[config.mk]
export PLATFORM = sky130hd
export DESIGN_NAME = gpio_bank
export DESIGN_NICKNAME = d
export VERILOG_FILES = /design/src/rtl/gpio_bank_pkg.sv /design/src/rtl/gpio_bank_regs.sv /design/src/rtl/gpio_bank_sync.sv /design/src/rtl/gpio_bank_drive.sv /design/src/rtl/gpio_bank.sv
export SDC_FILE = /design/constraint.sdc
export NUM_CORES = 1
export LEC_CHECK = 0
export ABC_AREA = 1
export BUFFER_PORTS_ARGS = -buffer_cell sky130_fd_sc_hd__buf_2
export CORE_MARGIN = 4
export CORE_UTILIZATION = 44
export DETAILED_ROUTE_END_ITERATION = 12
export GPL_ROUTABILITY_DRIVEN = 0
export PLACE_DENSITY = 0.77
export SYNTH_ARGS = -nofsm -noshare
export SYNTH_HDL_FRONTEND = slang
export SYNTH_HIERARCHICAL = 1
export SYNTH_SLANG_ARGS = --single-unit
[constraint.sdc]
create_clock -name clk -period 1.1 [get_ports clk]
set_input_delay 0.055 -clock clk [delete_from_list [all_inputs] [get_ports clk]]
set_output_delay 0.055 -clock clk [all_outputs]
set_load 0.005 [all_outputs]
[src/rtl/gpio_bank_pkg.sv]
package gpio_bank_pkg;
  // register word addresses
  localparam int unsigned ADDR_LEVEL     = 0;
  localparam int unsigned ADDR_LO_MASKED = 1;
  localparam int unsigned ADDR_HI_MASKED = 2;
  localparam int unsigned ADDR_DIR       = 3;
  localparam int unsigned ADDR_DRIVE     = 4;
  localparam int unsigned ADDR_SAMPLE    = 5;
endpackage

[src/rtl/gpio_bank_regs.sv]
module gpio_bank_regs #(
  parameter int unsigned      WIDTH      = 32,
  parameter int unsigned      ADDR_W     = 3,
  parameter logic [WIDTH-1:0] STRAP_MASK = '0
) (
  input  logic              clk,
  input  logic              rst,
  input  logic              wr,
  input  logic [ADDR_W-1:0] addr,
  input  logic [WIDTH-1:0]  wdata,
  output logic [WIDTH-1:0]  level_q,
  output logic [WIDTH-1:0]  dir_eff,
  output logic [WIDTH-1:0]  drive_q
);
  import gpio_bank_pkg::*;
  localparam int unsigned HALF = WIDTH / 2;

  logic [WIDTH-1:0] level_nxt;
  logic [WIDTH-1:0] dir_q;

  always_comb begin
    level_nxt = level_q;
    if (wr) begin
      if (addr == ADDR_W'(ADDR_LEVEL)) begin
        level_nxt = wdata;
      end else if (addr == ADDR_W'(ADDR_LO_MASKED)) begin
        for (int i = 0; i < HALF; i++)
          if (!wdata[HALF+i]) level_nxt[i] = wdata[i];
      end else if (addr == ADDR_W'(ADDR_HI_MASKED)) begin
        for (int i = 0; i < HALF; i++)
          if (!wdata[HALF+i]) level_nxt[HALF+i] = wdata[i];
      end
    end
  end

  always_ff @(posedge clk) begin
    if (rst) begin
      level_q <= '0;
      dir_q   <= '0;
      drive_q <= '0;
    end else begin
      level_q <= level_nxt;
      if (wr && addr == ADDR_W'(ADDR_DIR))   dir_q   <= wdata;
      if (wr && addr == ADDR_W'(ADDR_DRIVE)) drive_q <= wdata;
    end
  end

  // strap bits are outputs regardless of what was written
  assign dir_eff = dir_q | STRAP_MASK;
endmodule

[src/rtl/gpio_bank_sync.sv]
module gpio_bank_sync #(
  parameter int unsigned WIDTH  = 32,
  parameter int unsigned STAGES = 2
) (
  input  logic             clk,
  input  logic             rst,
  input  logic [WIDTH-1:0] d,
  output logic [WIDTH-1:0] q
);
  logic [WIDTH-1:0] stage [STAGES];

  for (genvar s = 0; s < STAGES; s++) begin : g_stage
    always_ff @(posedge clk) begin
      if (rst) stage[s] <= '0;
      else     stage[s] <= (s == 0) ? d : stage[(s == 0) ? 0 : s-1];
    end
  end

  assign q = stage[STAGES-1];
endmodule

[src/rtl/gpio_bank_drive.sv]
module gpio_bank_drive #(
  parameter int unsigned WIDTH  = 32,
  parameter bit          FABRIC = 1'b0
) (
  input  logic             clk,
  input  logic             rst,
  input  logic [WIDTH-1:0] level,
  input  logic [WIDTH-1:0] dir_eff,
  input  logic [WIDTH-1:0] drive,
  input  logic [WIDTH-1:0] tri_force,
  output logic [WIDTH-1:0] out_q,
  output logic [WIDTH-1:0] oe_q
);
  logic [WIDTH-1:0] en;

  if (FABRIC) begin : g_fabric
    logic [WIDTH-1:0] unused_tri;
    assign unused_tri = tri_force;
    assign en = dir_eff & drive;
  end else begin : g_pad
    assign en = dir_eff & drive & ~tri_force;
  end

  always_ff @(posedge clk) begin
    if (rst) begin
      out_q <= '0;
      oe_q  <= '0;
    end else begin
      out_q <= level;
      oe_q  <= en;
    end
  end
endmodule

[src/rtl/gpio_bank.sv]
module gpio_bank #(
  parameter int unsigned WIDTH    = 32,
  parameter int unsigned ADDR_W   = 3,
  parameter int unsigned SYNC_N   = 2,
  parameter bit          FABRIC   = 1'b0,
  parameter bit          STRAP_EN = 1'b1,
  parameter int unsigned STRAP_LO = 7,
  parameter int unsigned STRAP_HI = 8
) (
  input  logic              clk,
  input  logic              rst,
  input  logic              bus_wr,
  input  logic              bus_rd,
  input  logic [ADDR_W-1:0] bus_addr,
  input  logic [WIDTH-1:0]  bus_wdata,
  output logic [WIDTH-1:0]  bus_rdata,
  input  logic [WIDTH-1:0]  pin_in,
  input  logic [WIDTH-1:0]  pad_tri_force,
  output logic [WIDTH-1:0]  gpio_out,
  output logic [WIDTH-1:0]  gpio_oe
);
  import gpio_bank_pkg::*;

  function automatic logic [WIDTH-1:0] make_strap();
    logic [WIDTH-1:0] m;
    m = '0;
    if (STRAP_EN)
      for (int i = 0; i < WIDTH; i++)
        if (i >= STRAP_LO && i <= STRAP_HI) m[i] = 1'b1;
    return m;
  endfunction
  localparam logic [WIDTH-1:0] STRAP_MASK = make_strap();

  logic [WIDTH-1:0] level_q, dir_eff, drive_q, sampled;

  gpio_bank_regs #(.WIDTH(WIDTH), .ADDR_W(ADDR_W), .STRAP_MASK(STRAP_MASK)) u_regs (
    .clk(clk), .rst(rst), .wr(bus_wr), .addr(bus_addr), .wdata(bus_wdata),
    .level_q(level_q), .dir_eff(dir_eff), .drive_q(drive_q)
  );

  gpio_bank_sync #(.WIDTH(WIDTH), .STAGES(SYNC_N)) u_sync (
    .clk(clk), .rst(rst), .d(pin_in), .q(sampled)
  );

  gpio_bank_drive #(.WIDTH(WIDTH), .FABRIC(FABRIC)) u_drive (
    .clk(clk), .rst(rst), .level(level_q), .dir_eff(dir_eff), .drive(drive_q),
    .tri_force(pad_tri_force), .out_q(gpio_out), .oe_q(gpio_oe)
  );

  logic [WIDTH-1:0] rd_mux;
  always_comb begin
    unique case (bus_addr)
      ADDR_W'(ADDR_LEVEL),
      ADDR_W'(ADDR_LO_MASKED),
      ADDR_W'(ADDR_HI_MASKED): rd_mux = level_q;
      ADDR_W'(ADDR_DIR):       rd_mux = dir_eff;
      ADDR_W'(ADDR_DRIVE):     rd_mux = drive_q;
      ADDR_W'(ADDR_SAMPLE):    rd_mux = sampled & ~STRAP_MASK;
      default:                 rd_mux = '0;
    endcase
  end

  always_ff @(posedge clk) begin
    if (rst)         bus_rdata <= '0;
    else if (bus_rd) bus_rdata <= rd_mux;
  end
endmodule

==> impl_metrics.yaml <==
routing:
  drtIter0Drc: 961
  ant_nets: 0
  highest_layer: "met5"
  viasPerCell: 5.09
  route.met3.wl_um: 2920
  vias: 9771
  detail_route.wl_per_cell_um: 16.1
  drt-met1-wl_um: 11700
  drtPass1Iterations: 8
  wl_met2_um: 15000
  drc: 0
  routed_wl_um: 30900
synth:
  synth_area_sq_mm: 0.00984
  syn_inst: 1335
  yosys_warnings: 6
  syn_avg_cell_area_sq_um: 7.37
global_routing:
  grt_antenna_before_repair: 2
  grt_first_pass_wirelength_um: 47400
  grt.total_usage_pct: 24.0
  gr-total-overflow: 0
  grt_pass1_vias: 9193
  grt_max_degree: 100
cts:
  clk_pin_slew_ns: 0.06
  tritoncts: "done"
  clk_path_buf_depth: 3
  numCtsBuffers: 26
  cts_root_buf: "clkbuf_16"
  htree_levels: 1
  clk_latency_ns: 0.53
  numClockSinks: 250
place:
  dpl.cell_count: 1771
  dp_hpwl_um: 21200
  io_buffers: 196
sta:
  slew_headroom_pct: 62.2
  fin_worst_skew_ns: 0.00883
  fin_hold_ws_ns: 0.0370
  worst_pin_slew_ns: 0.566
  max_freq_mhz: 929
  setup_viol: 0
  finalCriticalPeriod_ns: 1.08
  timing_hold_violations_final: 0
  grt_setup_unrepaired: "false"
  maxSlewViolCount: 0
  finalCritPeriodShare_pct: 97.9
worst_setup_path:
  path_buf_inv: 1
  cp.required_ns: 1.04
  r2r_start: "u_regs/level_q[2]"
  cp-start-kind: "flop"
  critPathMaxStageDelay_ns: 0.35
  regToRegEndpoint: "bus_rdata[2]"
  crit_fanout: 2
  crit_type: "flop to output pin"
  crit_family: "flip-flops"
  crit_arrival_ns: 1.02
  endpoint_kind: "output pin"
  reg2reg_depth: 4
  rrSetupSlack_ns: 0.11
  crit_chain: "buf_4"
  cp_slowest_cell: "dfxtp_1"
power_and_ir_drop:
  internal_power_w: 0.0156
  cellLeakagePower_nw: 6.20
  pwr-share-clk_pct: 44.1
  power.share.combinational_pct: 9.4
  power.total_w: 0.0205
  seqPwrFrac_pct: 46.5
  ir_worst_vdd_v: 0.00110
  switching_power_w: 0.00485
  p_per_area_mw_per_mm2: 1560
  sw_frac_of_total_pct: 23.7
floorplanning:
  die_y_um: 158
  io_pins: 199
  die-area_sq_mm: 0.0248
  rows: 54
  core_area_sq_mm: 0.0219
  initial_utilization_pct: 45.0
  dieWidth_um: 158
cells_and_area:
  final_common_cell: "nor2_1"
  utilization_pct: 59.8
  mostFrequentLayoutCells: "289 x nor2_1, 244 x nand2_1, 242 x dfxtp_1, 192 x buf_2, 146 x inv_1"
  nFillCells: 1970
  nets: 1722
  syn_to_final_growth_pct: 33.0
  regArea_sq_mm: 0.00501
  finalNonFillerCells: 1918
  drive_gt1_share_pct: 19.1
  antenna-diode-count: 0
  multi_input_area_sq_mm: 0.00369
flow_run:
  cap_violations: 0
min_path:
  min_from: "rst"
  worstHoldEndpoint: "u_drive/oe_q[30]"
  holdPathStages: 5
  hold_path.class: "input port to flop"
outcome:
  outcome: "complete, no violations"
-- per-stage QoR --
| step | TNS, ns | worst slack [ns] | cell area, sq um |
|---|---|---|---|
| 2_1_floorplan | 0 | 0.262 | 9850 |
| 3_3_place_gp | -4.75 | -0.111 | 11200 |
| 3_5_place_dp | -9.20 | -0.156 | 11200 |
| 4_1_cts | 0 | 0.00158 | 13100 |
| 5_1_grt | 0 | 0.00232 | 13100 |
| 6_report | 0 | 0.0234 | 13100 |
-- flip-flops by register name, summed over array words and instances, names as in the netlist --
name            cells
u_sync/stage       60
bus_rdata          32
u_drive/oe_q       32
u_drive/out_q      32
u_regs/drive_q     32
u_regs/level_q     32
u_regs/dir_q       30
-- repair_timing --
action                                 4_1_cts  5_1_grt
resized for setup                            3        8
hold buffers                               100        0
endpoints found under the hold margin      161        0
setup buffers                                0        0
setup endpoints to repair                    2        7
-- layout make-up --
class                   instances  area share [%]
clock buffers                  37            5.98
multi-input cells             848            28.2
flip-flops and latches        250            38.3
clock inverters                10           0.870
well taps                     280            2.68
inverters                     150            4.36
repair buffers                343            19.7
-- layer usage --
metal | GRT usage [%] | up-vias
li1 | - | 4747
met1 | 28.4 | 4458
met2 | 42.2 | 480
met3 | 5.69 | 82
met4 | 9.34 | 4
met5 | 0 | -
-- worst register-to-register path: stages (launching register included) --
cell and delay [ns]:
dfxtp_1 0.42, nand3_1 0.18, nand2_1 0.11, o21ai_1 0.07, a21oi_1 0.14
-- power groups by stage --
stage               clock [W]  sequential (W)  combinational, W
detailed placement          0         0.00970           0.00159
finish                0.00902         0.00950           0.00193
floorplan                   0         0.00964          0.000986
CTS                   0.00920         0.00950           0.00189
global route          0.00957         0.00952           0.00211
global placement            0         0.00970           0.00155
-- worst max-delay path by stage --
stage                  startpoint                 to  slack [ns]  cells after the start
global route         bus_rdata[2]       bus_rdata[2]       0.002                      1
CTS                 bus_rdata[14]      bus_rdata[14]       0.002                      1
finish               bus_rdata[7]       bus_rdata[7]        0.02                      1
global placement      bus_addr[0]      bus_rdata[30]       -0.11                      7
floorplan             bus_addr[2]  u_regs/level_q[4]        0.26                      7
detailed placement    bus_addr[0]      bus_rdata[23]       -0.16                      7
Power figures use the tool's default switching activity.
